<file path="src/rtl/blkfir_pkg.sv">
package blkfir_pkg;

    // Samples handled per clock (block size).
    localparam int LANES = 3;
    // Filter taps.
    localparam int TAPS  = 3;
    // Samples of history carried between blocks.
    localparam int HIST  = TAPS - 1;
    // Length of the sample window seen by all lanes together.
    localparam int WIN   = LANES + HIST;

    // Full-precision result width for a TAPS-term sum of products.
    function automatic int res_width(input int dw, input int cw);
        return dw + cw + 2;
    endfunction

endpackage

</file>
<file path="src/rtl/blkfir3_hist.sv">
module blkfir3_hist
    import blkfir_pkg::*;
#(
    parameter int DW = 12
) (
    input  logic                 clk,
    input  logic                 rst,
    input  logic                 en,
    input  logic [LANES*DW-1:0]  blk,
    output logic [HIST*DW-1:0]   hist
);

    // Entry j keeps input lane (LANES-HIST+j) of the last accepted block.
    // Entry 0 is the oldest.
    for (genvar j = 0; j < HIST; j++) begin : g_slot
        always_ff @(posedge clk) begin
            if (rst) begin
                hist[j*DW +: DW] <= '0;
            end else if (en) begin
                hist[j*DW +: DW] <= blk[(LANES-HIST+j)*DW +: DW];
            end
        end
    end

endmodule

</file>
<file path="src/rtl/blkfir3_lane.sv">
module blkfir3_lane #(
    parameter int                      DW     = 12,
    parameter int                      CW     = 10,
    parameter int                      OW     = DW + CW + 2,
    parameter logic signed [CW-1:0]    COEF_A = 3,
    parameter logic signed [CW-1:0]    COEF_B = -5,
    parameter logic signed [CW-1:0]    COEF_C = 7
) (
    input  logic                  clk,
    input  logic                  rst,
    input  logic                  en,
    input  logic signed [DW-1:0]  s_new,
    input  logic signed [DW-1:0]  s_mid,
    input  logic signed [DW-1:0]  s_old,
    output logic signed [OW-1:0]  y_q
);

    localparam logic signed [OW-1:0] KA = OW'(COEF_A);
    localparam logic signed [OW-1:0] KB = OW'(COEF_B);
    localparam logic signed [OW-1:0] KC = OW'(COEF_C);

    logic signed [OW-1:0] e_new, e_mid, e_old;
    logic signed [OW-1:0] p_new, p_mid, p_old;
    logic signed [OW-1:0] sum;

    always_comb begin
        e_new = OW'(s_new);
        e_mid = OW'(s_mid);
        e_old = OW'(s_old);
        p_new = KA * e_new;
        p_mid = KB * e_mid;
        p_old = KC * e_old;
        sum   = p_new + p_mid + p_old;
    end

    always_ff @(posedge clk) begin
        if (rst) begin
            y_q <= '0;
        end else if (en) begin
            y_q <= sum;
        end
    end

endmodule

</file>
<file path="src/rtl/blkfir3_top.sv">
module blkfir3_top
    import blkfir_pkg::*;
#(
    parameter int                      DW     = 12,
    parameter int                      CW     = 10,
    parameter logic signed [CW-1:0]    COEF_A = 3,
    parameter logic signed [CW-1:0]    COEF_B = -5,
    parameter logic signed [CW-1:0]    COEF_C = 7,
    parameter int                      OW     = res_width(DW, CW)
) (
    input  logic                 clk,
    input  logic                 rst,
    input  logic                 in_vld,
    input  logic [3*DW-1:0]      in_blk,
    output logic                 out_vld,
    output logic [3*OW-1:0]      out_blk
);

    logic [HIST*DW-1:0]   hist_q;
    logic signed [DW-1:0] win [WIN];

    blkfir3_hist #(.DW(DW)) u_hist (
        .clk  (clk),
        .rst  (rst),
        .en   (in_vld),
        .blk  (in_blk),
        .hist (hist_q)
    );

    // Sample window: history first (oldest), then the current lanes.
    for (genvar j = 0; j < HIST; j++) begin : g_win_hist
        assign win[j] = hist_q[j*DW +: DW];
    end
    for (genvar i = 0; i < LANES; i++) begin : g_win_cur
        assign win[HIST+i] = in_blk[i*DW +: DW];
    end

    for (genvar i = 0; i < LANES; i++) begin : g_lane
        logic signed [OW-1:0] y_lane;
        blkfir3_lane #(
            .DW(DW), .CW(CW), .OW(OW),
            .COEF_A(COEF_A), .COEF_B(COEF_B), .COEF_C(COEF_C)
        ) u_lane (
            .clk   (clk),
            .rst   (rst),
            .en    (in_vld),
            .s_new (win[i+2]),
            .s_mid (win[i+1]),
            .s_old (win[i]),
            .y_q   (y_lane)
        );
        assign out_blk[i*OW +: OW] = y_lane;
    end

    always_ff @(posedge clk) begin
        if (rst) begin
            out_vld <= 1'b0;
        end else begin
            out_vld <= in_vld;
        end
    end

endmodule

</file>
<file path="config.mk">
export PLATFORM = sky130hd
export DESIGN_NAME = blkfir3_top
export DESIGN_NICKNAME = d
export VERILOG_FILES = /design/src/rtl/blkfir_pkg.sv /design/src/rtl/blkfir3_hist.sv /design/src/rtl/blkfir3_lane.sv /design/src/rtl/blkfir3_top.sv
export SDC_FILE = /design/constraint.sdc
export NUM_CORES = 1
export LEC_CHECK = 0
export ABC_AREA = 1
export BUFFER_PORTS_ARGS = -buffer_cell sky130_fd_sc_hd__buf_2
export CAP_MARGIN = 20
export CORE_MARGIN = 2
export CORE_UTILIZATION = 64
export CTS_BUF_LIST = sky130_fd_sc_hd__clkbuf_4
export CTS_CLUSTER_SIZE = 30
export DETAILED_ROUTE_END_ITERATION = 8
export GPL_TIMING_DRIVEN = 0
export PLACE_DENSITY = 0.84
export RECOVER_POWER = 25
export SETUP_SLACK_MARGIN = 0.05
export SKIP_LAST_GASP = 1
export SLEW_MARGIN = 20
export SYNTH_ARGS = -nofsm -noshare
export SYNTH_HDL_FRONTEND = slang
export SYNTH_SLANG_ARGS = --single-unit
</file>
<file path="constraint.sdc">
create_clock -name clk -period 5.95 [get_ports clk]
set_input_delay 0.2975 -clock clk [delete_from_list [all_inputs] [get_ports clk]]
set_output_delay 0.2975 -clock clk [all_outputs]
set_load 0.03 [all_outputs]
</file>
# [After elaboration in Yosys (flattened, before gate mapping)]
# Cells that the tools add are included.
[totals] ff_bits=97
[op_classes] add_sub_neg=6 n_mul=9
[op_table] cell="$add A24 B24 Y24" count=6
[op_table] cell="$mul A4 B12 Y16 const A" count=6
[op_table] cell="$mul A3 B12 Y15 const A" count=3

# [Logic depth before layout (Yosys ltp)]
# Gate-level depths: netlist (run 1).
[logic_depth] ltp_word=3 depth_mapped=28

# [By module]
# From an unflattened synthesis (run 1), not the netlist that was laid out.
[unflattened] cells_unflattened=1823 area_unflattened_um2=14254.9
[by_module_without_submodules] mod="blkfir3_lane at g_lane[0].u_lane" instances=1 cells_per_inst=571 area_per_inst_um2=4458.0 seq_area_each_um2=360.3
[by_module_without_submodules] mod="blkfir3_lane at g_lane[2].u_lane" instances=1 cells_per_inst=549 area_per_inst_um2=4395.5 seq_area_each_um2=360.3
[by_module_without_submodules] mod="blkfir3_lane at g_lane[1].u_lane" instances=1 cells_per_inst=548 area_per_inst_um2=4386.7 seq_area_each_um2=360.3
[by_module_without_submodules] mod="blkfir3_hist" instances=1 cells_per_inst=152 area_per_inst_um2=984.7 seq_area_each_um2=480.5
[by_module_without_submodules] mod="blkfir3_top" instances=1 cells_per_inst=3 area_per_inst_um2=30.0 seq_area_each_um2=20.0

# [Least setup slack after synthesis (run 1)]
# No wires, ideal clock.
[synth_timing] path_type="input-to-reg" start="input port in_blk[1]" end="register g_lane[1].u_lane.y_q[18]" setup_time_ns=0.132 arrival_ns=4.107 required_ns=5.818 setup_slack_ns=1.711 path_stages=24 path_cell_list="inv_1 -> ha_1 -> inv_1 -> fa_1 -> inv_1 -> ha_1 -> fa_1 -> nand3_1 -> nand2_1 -> a21oi_1 -> o21ai_1 -> xor2_1 -> fa_1 -> inv_1 -> ha_1 -> nand2_1 -> inv_1 -> nand2_1 -> nor3_1 -> nand2_2 -> nand3_1 -> nand2_1 -> nand2_1 -> a21oi_1"
[synth_between] elab_chain_cells=3
[synth_rtl] item="start, declared" line="blkfir3_top.sv:14" text="input logic [3*DW-1:0] in_blk,"
[synth_rtl] item="$mul A4 B12 Y16" line="blkfir3_lane.sv:31" text="p_mid = KB * e_mid;"
[synth_rtl] item="$add A24 B24 Y24 (2 in series)" line="blkfir3_lane.sv:33" text="sum = p_new + p_mid + p_old;"
[synth_rtl] item="end signal, assigned" line="blkfir3_lane.sv:40" text="y_q <= sum;"
[synth_rtl] item="end, declared" line="blkfir3_lane.sv:15" text="output logic signed [OW-1:0] y_q"
# Every way passes these cells.
# A chain may end at the register's enable or synchronous reset.

# [Worst setup path in the final report (run 1)]
[layout_timing] start="register u_hist.hist[22]" end="register g_lane[0].u_lane.y_q[16]"
[layout_between] elab_chain_cells=3
[layout_rtl] item="start, declared" line="blkfir3_hist.sv:10" text="output logic [HIST*DW-1:0] hist"
[layout_rtl] item="start signal, assigned by index" line="blkfir3_hist.sv:20" text="hist[j*DW +: DW] <= blk[(LANES-HIST+j)*DW +: DW];"
[layout_rtl] item="$mul A4 B12 Y16" line="blkfir3_lane.sv:31"
[layout_rtl] item="$add A24 B24 Y24 (2 in series)" line="blkfir3_lane.sv:33"
[layout_rtl] item="end signal, assigned" line="blkfir3_lane.sv:40"
[layout_rtl] item="end, declared" line="blkfir3_lane.sv:15"
# Every way passes these cells.

==> impl_metrics.tcl, run 1 <==
set metrics [dict create \
    status "complete, no violations" \
    final.min_clock_period_ps 4840 \
    path_class "reg -> reg" \
    layout-drive-gt1-share 0.0668 \
    power-per-cell-area_mw_per_mm2 573 \
    yosysUniqueCellTypes 42 \
    grt_max_degree 21 \
    wl_mm 43.1 \
    die_area_mm2 0.0257 \
    yosys-top-cells-count "inv_1, nand2_1, ha_1" \
    critPathLaunchType "flip-flop" \
    async_flop_share 0 \
    yosysTopAreaCell "ha_1" \
    design.core.area_mm2 0.0241 \
    io_pins 112 \
    ys_warn_count 0 \
    ys_top_cells_by_area "ha_1, fa_1, dfxtp_1" \
    drv_slew 0 \
    ir_worst_vdd_mv 0.767 \
    initial_utilization 0.648 \
    setup_violations 0 \
    syn_nets 2611 \
    h-tree-depth 3 \
    rsz0062_at_grt "no" \
    die_w_um 160 \
    grt_first_pass_wirelength_mm 70.3 \
    grt_usage 0.346 \
    die_y_um 160 \
    finalNetCount 2731 \
    rrSetupSlack_ps 1110 \
    fmax_mhz 207 \
    synth_edf_count 0 \
    final.setup.tns_ps 0 \
    ant_nets 0 \
    vias_per_cell 5.53 \
    crit_arrival_ps 5290 \
    cap_violations 0 \
    first_global_vias 14400 \
    route.vias.total 14500 \
    dr.pass1.iters 6 \
    io_buffers 109 \
    areaGrowthSynthToFinish_pct 6.95 \
    ys_seq_elements 97 \
    relSlewSlack 0.384 \
    worst_pin_slew_ps 925 \
    crit_fanout 7 \
    ys.flop_type "dfxtp_1" \
    antenna_found_initial 2 \
    finalWeightedCongestion 1.00 \
    worst_ep_required_time_ps 6390 \
    postCtsResizedCells 0 \
    grt-ovfl-total 0 \
    seq_area_frac_synth 0.124 \
    postSynthAreaPerCell_um2 7.16 \
    row_count 57 \
    holdWs_ps 153 \
    yosysMostFrequentCell "inv_1" \
    leakagePower_nw 9.37 \
    cts.clk_slew.worst_paths_ps 200 \
    place.detailed.hpwl_mm 37.6 \
    wl_per_cell_um 16.4 \
    drt_iter0_markers 1054 \
    clockBufferDepth 2 \
    finClkSkew_ps 35.9 \
    syn-instance-count 2181 \
    hold_viol_final 0 \
    drc 0 \
    cts_tree "built" \
    ctsHoldBuffers 0 \
    hold_class "in -> reg" \
    fin_crit_sh 0.814 \
    synth_top_area_frac 0.222 \
    cts-root-buf "clkbuf_4" \
    clock_sinks 97 \
    cp-end-kind "flip-flop" \
    netlist_area_mm2 0.0156 \
    cts_setup_buffers 0 \
    clock_latency_ps 510 \
    numCtsBuffers 9 \
]
==> cell usage in the layout (no fill, tap or decap), types with 95 or more instances in the layout <==
cell type and n:
a21oi_1 180, nand3_1 117, o21ai_0 95, nor2_1 161, ha_1 277, inv_1 439, dfxtp_1 97, buf_2 99
fa_1 114, nand2_1 397
==> per-stage QoR <==
| stage | power (mW) | worst slack [ps] | cell area [um^2] | cells | utilization |
|---|---|---|---|---|---|
| final | 9.57 | 1110 | 16700 | 2632 | 0.693 |
| after global routing | 10.7 | 853 | 16700 | 2632 | 0.693 |
| after CTS | 9.51 | 1160 | 16700 | 2630 | 0.694 |
| after detailed placement | 9.08 | 986 | 16600 | 2614 | 0.687 |
| after global placement | 8.93 | 1050 | 16600 | 2614 | 0.687 |
| after floorplan | 7.12 | 1710 | 15600 | 2181 | - |
==> worst paths after layout <==
check             cells after the start                                    end                                   from
hold / removal                        3           u_hist.hist[22]$_SDFFE_PP0P_                             in_blk[34]
hold reg to reg                       2  g_lane[1].u_lane.y_q[22]$_SDFFE_PP0P_  g_lane[1].u_lane.y_q[22]$_SDFFE_PP0P_
setup / recovery                     24  g_lane[0].u_lane.y_q[16]$_SDFFE_PP0P_           u_hist.hist[22]$_SDFFE_PP0P_
setup reg to reg                     24  g_lane[0].u_lane.y_q[16]$_SDFFE_PP0P_           u_hist.hist[22]$_SDFFE_PP0P_
==> where the power goes <==
group	internal (mW)	leakage (nW)	switching [mW]	total (mW)
combinational	2.91	8.48	5.32	8.23
sequential	0.848	0.805	0.113	0.961
clock	0.102	0.0809	0.277	0.379
==> sequential cells by signal, indices dropped and copies added, names as in the netlist <==
name and cells:
u_hist.hist 24, g_lane.u_lane.y_q 72, out_vld 1
==> worst max-delay path, stage by stage, from the launching register on <==
cell and delay (ps):
dfxtp_1 610, inv_1 260, ha_1 420, xnor2_1 200, xor2_1 170, ha_1 250, ha_1 360, nand2_1 120
nor2_1 50, a211oi_1 200, nand3_1 130, xnor2_1 310, fa_1 480, inv_1 120, ha_1 300, nand2_1 130
inv_1 60, nand2_1 60, nand2_1 40, a21oi_1 180, nand2_1 80, nand2_1 60, nand3_1 60, nand2_1 60
inv_1 40
==> kinds of logic after synthesis <==
kind of cell               count (synthesis)  synth area share
AOI/OAI and AO/OA                        346             0.119
xor gates and xnor gates                 136            0.0768
and+or+nand+nor                          725             0.193
DFF                                       97             0.124
buffers and inverters                    486             0.119
adders and majority gates                391             0.368
==> per-layer routing <==
layer | GRT usage | vias to the layer above | wire length (um)
met1 | 0.425 | 6745 | 17500
met3 | 0.0538 | 115 | 3110
li1 | - | 7166 | -
met2 | 0.593 | 519 | 20200
met4 | 0.166 | 0 | 2350
met5 | 0 | - | 0
==> cell type report <==
| cell class | instances | area (um^2) |
|---|---|---|
| fill | 2174 | 7410 |
| timing repair buffer | 109 | 528 |
| clock inverter | 7 | 86.3 |
| tap | 324 | 405 |
| clock buffer | 9 | 67.6 |
| inverter | 454 | 1700 |
| multi-input combinational | 1598 | 11800 |
| sequential | 97 | 1940 |
| antenna | 2 | 5.00 |
| buffer | 32 | 140 |
No activity file was read; power rests on OpenSTA's default activity.
==> run 2, diff against run 1 <==
Settings changed: ABC_AREA 1 to 0, CORE_UTILIZATION 64 to 58, PLACE_DENSITY 0.84 to 0.8.
Clock period 5.95 ns to 4.1 ns, I/O delays scaled along.
==> impl_metrics.tcl, run 2 <==
set metrics [dict create \
    fin_cells 2248 \
    stdcell_area_mm2 0.0184 \
    largest_reg_flops 72 \
    rsz0062_at_grt "yes" \
    crit_fanout 4 \
    grt_use_met2 0.504 \
    final.setup.tns_ps -20030 \
    yosysTopAreaCell "ha_1" \
    die_y_um 163 \
    die_w_um 163 \
    synth_edf_count 0 \
    row_count 58 \
    seq_area_frac_synth 0.133 \
    clockBufferDepth 2 \
    critPathLaunchType "flip-flop" \
    clock_latency_ps 520 \
    numCtsBuffers 9 \
    finalNetCount 2340 \
    drc 0 \
    synth_top_area_frac 0.236 \
    min_delay_worst_endpoint "u_hist.hist[12]$_SDFFE_PP0P_" \
    fin_crit_sh 1.20 \
    power-per-cell-area_mw_per_mm2 909 \
    violations "setup timing" \
    dr.pass1.iters 5 \
    ant_nets 0 \
    grt_use_met3 0.0499 \
    crit_arrival_ps 5330 \
    ys_warn_count 0 \
    rrSetupSlack_ps -830 \
    yosys-top-cells-count "inv_1, ha_1, nor2_1" \
    final_cell_mix "inv_1, ha_1, nor2_1" \
    grt_first_pass_wirelength_mm 64.6 \
    netlist_area_mm2 0.0147 \
    regMostFlops "g_lane.u_lane.y_q" \
    die_area_mm2 0.0266 \
    io_pins 112 \
    grt_max_degree 20 \
    postSynthAreaPerCell_um2 8.53 \
    design.core.area_mm2 0.0250 \
    ir_worst_vdd_mv 0.773 \
    hold_class "in -> reg" \
    met1_usage 0.403 \
    cap_violations 0 \
    cts-root-buf "clkbuf_4" \
    top_regs "g_lane.u_lane.y_q: 72 flops, u_hist.hist: 24 flops, out_vld: 1 flops" \
    status "finished, violations left" \
    antenna_found_initial 3 \
    async_flop_share 0 \
    worst_r2r_path_depth 23 \
    initial_utilization 0.587 \
    ys.flop_type "dfxtp_1" \
    yosysMostFrequentCell "inv_1" \
    syn_nets 2149 \
    h-tree-depth 3 \
    vias_per_cell 5.80 \
    final.min_clock_period_ps 4930 \
    wl_per_cell_um 19.2 \
    r2r_start "u_hist.hist[13]$_SDFFE_PP0P_" \
    cts.clk_slew.worst_paths_ps 200 \
    hold_depth 3 \
    path_class "reg -> reg" \
    syn-instance-count 1719 \
    leakagePower_nw 8.86 \
    hold_viol_final 0 \
    ys_seq_elements 97 \
    route.vias.total 13000 \
    cp-end-kind "flip-flop" \
    fmax_mhz 203 \
    post-place-ws_ps -1110 \
    grt_usage 0.312 \
    post-place-cells 2158 \
    clock_sinks 97 \
    relSlewSlack 0.211 \
    reg2reg_to "g_lane[0].u_lane.y_q[16]$_SDFFE_PP0P_" \
    drv_slew 0 \
    wl_mm 43.2 \
    io_buffers 109 \
    cts_tree "built" \
    drt_iter0_markers 774 \
    finalWeightedCongestion 0.944 \
    worst_ep_required_time_ps 4500 \
    first_global_vias 12700 \
    yosysUniqueCellTypes 73 \
    finClkSkew_ps 21.9 \
    grt-ovfl-total 0 \
    worst_slack_ps -834 \
    worst_pin_slew_ps 1180 \
    ys_top_cells_by_area "ha_1, fa_1, dfxtp_1" \
    areaGrowthSynthToFinish_pct 25.5 \
    final_common_cell "inv_1" \
    worstHoldStart "in_blk[24]" \
    place.detailed.hpwl_mm 31.6 \
    grt.busiest_layer "met2" \
    layout-drive-gt1-share 0.248 \
    place_area_mm2 0.0163 \
    setup_violations 45 \
]
run 2: cell types whose count changed after synthesis, moves of 18 or more:
cell / previous run / this run
a21o_1: 5 / 47
a211oi_1: 2 / 24
mux2i_1: 0 / 39
nor2b_1: 0 / 18
nand2b_1: 0 / 21
a21oi_1: 180 / 94
nand3_1: 117 / 13
nor2_1: 161 / 133
o21a_1: 2 / 20
nand2_1: 397 / 80
o21ai_1: 27 / 4
inv_1: 439 / 305
run 2: area by class of cell:
type	count	area, um^2
diodes	3	7.51
plain buffers	26	121
clock buffers	9	67.6
clock inverters	7	71.3
fillers	1780	6580
inverters	306	1170
multi-input cells	1289	13400
flip-flops and latches	97	1970
well taps	330	413
repair buffers	181	1170
run 2: stage by stage:
step / hold WS (ps) / utilization / power (mW)
3_3_place_gp: 428 / 0.651 / 11.7
5_1_grt: 8.51 / 0.736 / 17.8
3_5_place_dp: 434 / 0.651 / 11.9
4_1_cts: 2.46 / 0.704 / 14.2
2_1_floorplan: 352 / - / 9.71
6_report: 29.0 / 0.737 / 16.7
run 2: power breakdown:
| part | total, mW | internal (mW) | switching, mW |
|---|---|---|---|
| Clock | 0.587 | 0.141 | 0.446 |
| Combinational | 14.8 | 6.73 | 8.05 |
| Sequential | 1.36 | 1.22 | 0.140 |
| Total | 16.7 | 8.09 | 8.63 |
run 2: logic make-up after synthesis:
group                    Yosys count  share of synthesized area
flip-flops                        97                      0.133
XOR/XNOR                         140                     0.0837
buffers and inverters            333                     0.0856
AO/OA/AOI/OAI                    375                      0.169
adder cells (fa/ha/maj)          391                      0.392
multiplexers                      46                     0.0320
AND/OR/NAND/NOR                  337                      0.105
run 2: worst max-delay path by stage:
| stage | startpoint | to | slack, ps | cells past startpoint |
|---|---|---|---|---|
| floorplan | u_hist.hist[13]$_SDFFE_PP0P_ | g_lane[0].u_lane.y_q[16]$_SDFFE_PP0P_ | -490 | 22 |
| global placement | in_blk[1] | g_lane[0].u_lane.y_q[16]$_SDFFE_PP0P_ | -1050 | 19 |
| detailed placement | in_blk[1] | g_lane[0].u_lane.y_q[16]$_SDFFE_PP0P_ | -1110 | 19 |
| CTS | u_hist.hist[13]$_SDFFE_PP0P_ | g_lane[0].u_lane.y_q[14]$_SDFFE_PP0P_ | -760 | 23 |
| global route | u_hist.hist[13]$_SDFFE_PP0P_ | g_lane[0].u_lane.y_q[16]$_SDFFE_PP0P_ | -980 | 23 |
| finish | u_hist.hist[13]$_SDFFE_PP0P_ | g_lane[0].u_lane.y_q[16]$_SDFFE_PP0P_ | -830 | 23 |
run 2: critical path, stage by stage, from the launching register on:
cell       delay (ps)
dfxtp_2           380
inv_2              50
ha_4              260
inv_2              30
fa_1              520
inv_2              70
ha_4              290
inv_2              50
fa_2              360
nor2b_2           160
o31a_1            220
o21ai_1            80
nand2_1           110
xnor2_2           130
fa_1              450
ha_1              300
buf_6             130
a21o_1            170
a21o_1            200
a2111oi_4         310
nor3_1             80
nor3_1            230
xor2_1            180
o21ai_1            70
run 2: what timing repair did:
| action | CTS | global route |
|---|---|---|
| gates resized for setup | 173 | 121 |
| hold buffers | 4 | 0 |
| endpoints found under the hold margin | 4 | 0 |
| cloned | 0 | 0 |
| pin swaps | 137 | 88 |
| buffers inserted | 37 | 31 |
| setup endpoints to repair | 47 | 48 |
run 2: layer usage:
metal	vias up	share of wire
li1	6197	-
met1	6273	0.42
met2	462	0.46
met3	116	0.060
met4	0	0.058
met5	-	0
==> run 3, diff against run 2 <==
Settings changed: ABC_AREA 0 to 1, TNS_END_PERCENT set to 20.
==> impl_metrics.tcl, run 3 (same netlist as run 1, synthesis figures left out) <==
set metrics [dict create \
    status "finished, violations left" \
    violations "setup timing" \
    layout-drive-gt1-share 0.212 \
    fin_crit_sh 1.08 \
    finClkSkew_ps 32.9 \
    die_area_mm2 0.0282 \
    ctsHoldBuffers 0 \
    reg2reg_to "g_lane[0].u_lane.y_q[19]$_SDFFE_PP0P_" \
    cp-end-kind "flip-flop" \
    relSlewSlack 0.474 \
    crit_arrival_ps 4850 \
    h-tree-depth 3 \
    design.core.area_mm2 0.0267 \
    place.detailed.hpwl_mm 37.7 \
    final_cell_mix "inv_1, nand2_1, ha_1" \
    crit_fanout 5 \
    power-per-cell-area_mw_per_mm2 896 \
    io_buffers 109 \
    place_area_mm2 0.0166 \
    largest_reg_flops 72 \
    fmax_mhz 227 \
    final.min_clock_period_ps 4410 \
    initial_utilization 0.584 \
    wl_mm 47.9 \
    critPathLaunchType "flip-flop" \
    ant_nets 0 \
    numCtsBuffers 9 \
    cpPeakStageDelay_ps 600 \
    worst_pin_slew_ps 789 \
    min_delay_worst_endpoint "u_hist.hist[12]$_SDFFE_PP0P_" \
    grt_usage 0.327 \
    vias_per_cell 5.53 \
    cap_violations 0 \
    worst_ep_required_time_ps 4530 \
    first_global_vias 14500 \
    grt_max_degree 21 \
    leakagePower_nw 9.86 \
    dr.pass1.iters 9 \
    setup_violations 31 \
    cts-root-buf "clkbuf_4" \
    regMostFlops "g_lane.u_lane.y_q" \
    path_class "reg -> reg" \
    grt_first_pass_wirelength_mm 72.9 \
    hold_depth 3 \
    worstHoldStart "in_blk[24]" \
    route.vias.total 15000 \
    finalCoreUtilization 0.709 \
    drt_iter0_markers 1236 \
    worst_slack_ps -313 \
    io_pins 112 \
    cts_tree "built" \
    finalNetCount 2790 \
    cp_slowest_cell "fa_1" \
    final_common_cell "inv_1" \
    rrSetupSlack_ps -310 \
    clockBufferDepth 2 \
    drv_slew 0 \
    die_w_um 168 \
    drc 0 \
    row_count 60 \
    top_regs "g_lane.u_lane.y_q: 72 flops, u_hist.hist: 24 flops, out_vld: 1 flops" \
    die_y_um 168 \
    clock_latency_ps 480 \
    ir_worst_vdd_mv 1.04 \
    worstPathCellList "buf_4, ha_4, fa_1, ha_4, ha_4, a21oi_4, o21ai_4, a21oi_4, o21ai_2, xor2_2, fa_1, ha_4, a21oi_4, o21ai_2, a21oi_2, nand2_2, nand2_2, nand2_4, a21oi_4" \
    stdcell_area_mm2 0.0189 \
    hold_class "in -> reg" \
    worst_r2r_path_depth 19 \
    grt-ovfl-total 0 \
    path_buf_inv 1 \
    wl_per_cell_um 17.7 \
    antenna_found_initial 1 \
    finalWeightedCongestion 0.996 \
    rsz0062_at_grt "yes" \
    r2r_start "u_hist.hist[18]$_SDFFE_PP0P_" \
    cts.clk_slew.worst_paths_ps 190 \
    areaGrowthSynthToFinish_pct 21.3 \
    clock_sinks 97 \
    path_delay_family "adder cells" \
    hold_viol_final 0 \
]
==> run 3: cell types whose count changed in the layout (fill, tap and decap cells not counted), moves of 27 or more <==
cell	delta
nand2_1	+286
inv_1	+138
nand3_1	+92
a21oi_1	+74
a21o_1	-42
mux2i_1	-38
o21ai_0	+36
buf_2	+35
nand2_2	+27
==> run 3: power breakdown <==
part,internal (mW),switching (mW)
Combinational,5.92,9.11
Sequential,1.23,0.164
Clock,0.149,0.393
Total,7.30,9.67
==> run 3: cell type report <==
type / instances / area [um^2]
inverters: 454 / 1740
clock buffers: 9 / 67.6
repair buffers: 168 / 1000
diodes: 1 / 2.50
multi-input cells: 1598 / 13500
well taps: 341 / 427
fillers: 2143 / 7780
clock inverters: 7 / 81.3
flip-flops and latches: 97 / 1990
plain buffers: 32 / 148
==> run 3: stage by stage <==
stage | total power, mW | setup WS (ps) | hold WS (ps) | cells | TNS [ps]
detailed placement | 13.2 | -736 | 457 | 2631 | -22400
global route | 18.5 | -430 | 31.1 | 2707 | -11370
finish | 17.0 | -313 | 46.2 | 2707 | -5620
floorplan | 10.4 | 44.6 | 363 | 2181 | 0
CTS | 15.2 | -101 | 20.9 | 2665 | -1800
global placement | 13.0 | -728 | 453 | 2631 | -20200
==> run 3: worst max-delay path by stage <==
stage                                                  to                         start  cells after the start  slack (ps)
floorplan           g_lane[0].u_lane.y_q[16]$_SDFFE_PP0P_  u_hist.hist[13]$_SDFFE_PP0P_                     25          40
global placement    g_lane[2].u_lane.y_q[19]$_SDFFE_PP0P_                    in_blk[18]                     23        -730
detailed placement  g_lane[2].u_lane.y_q[19]$_SDFFE_PP0P_                    in_blk[18]                     23        -740
CTS                 g_lane[1].u_lane.y_q[21]$_SDFFE_PP0P_  u_hist.hist[13]$_SDFFE_PP0P_                     23        -100
global route        g_lane[0].u_lane.y_q[19]$_SDFFE_PP0P_  u_hist.hist[18]$_SDFFE_PP0P_                     19        -430
finish              g_lane[0].u_lane.y_q[19]$_SDFFE_PP0P_  u_hist.hist[18]$_SDFFE_PP0P_                     19        -310
==> run 3: worst min-delay path, cell delays in order <==
cell and delay (ps):
buf_2 130, inv_1 90, a21oi_1 70
==> run 3: layer usage <==
| metal | global-route usage | vias up | part of all wire |
|---|---|---|---|
| li1 | - | 7266 | - |
| met1 | 0.392 | 7050 | 0.40 |
| met2 | 0.588 | 519 | 0.49 |
| met3 | 0.0430 | 146 | 0.061 |
| met4 | 0.145 | 0 | 0.052 |
| met5 | 0 | - | 0 |
==> run 3: what timing repair did <==
item | in CTS | in global routing
gates cloned | 0 | 0
setup buffers | 18 | 41
pin swaps | 52 | 120
endpoints found under the setup margin | 42 | 52
gates resized for setup | 176 | 173
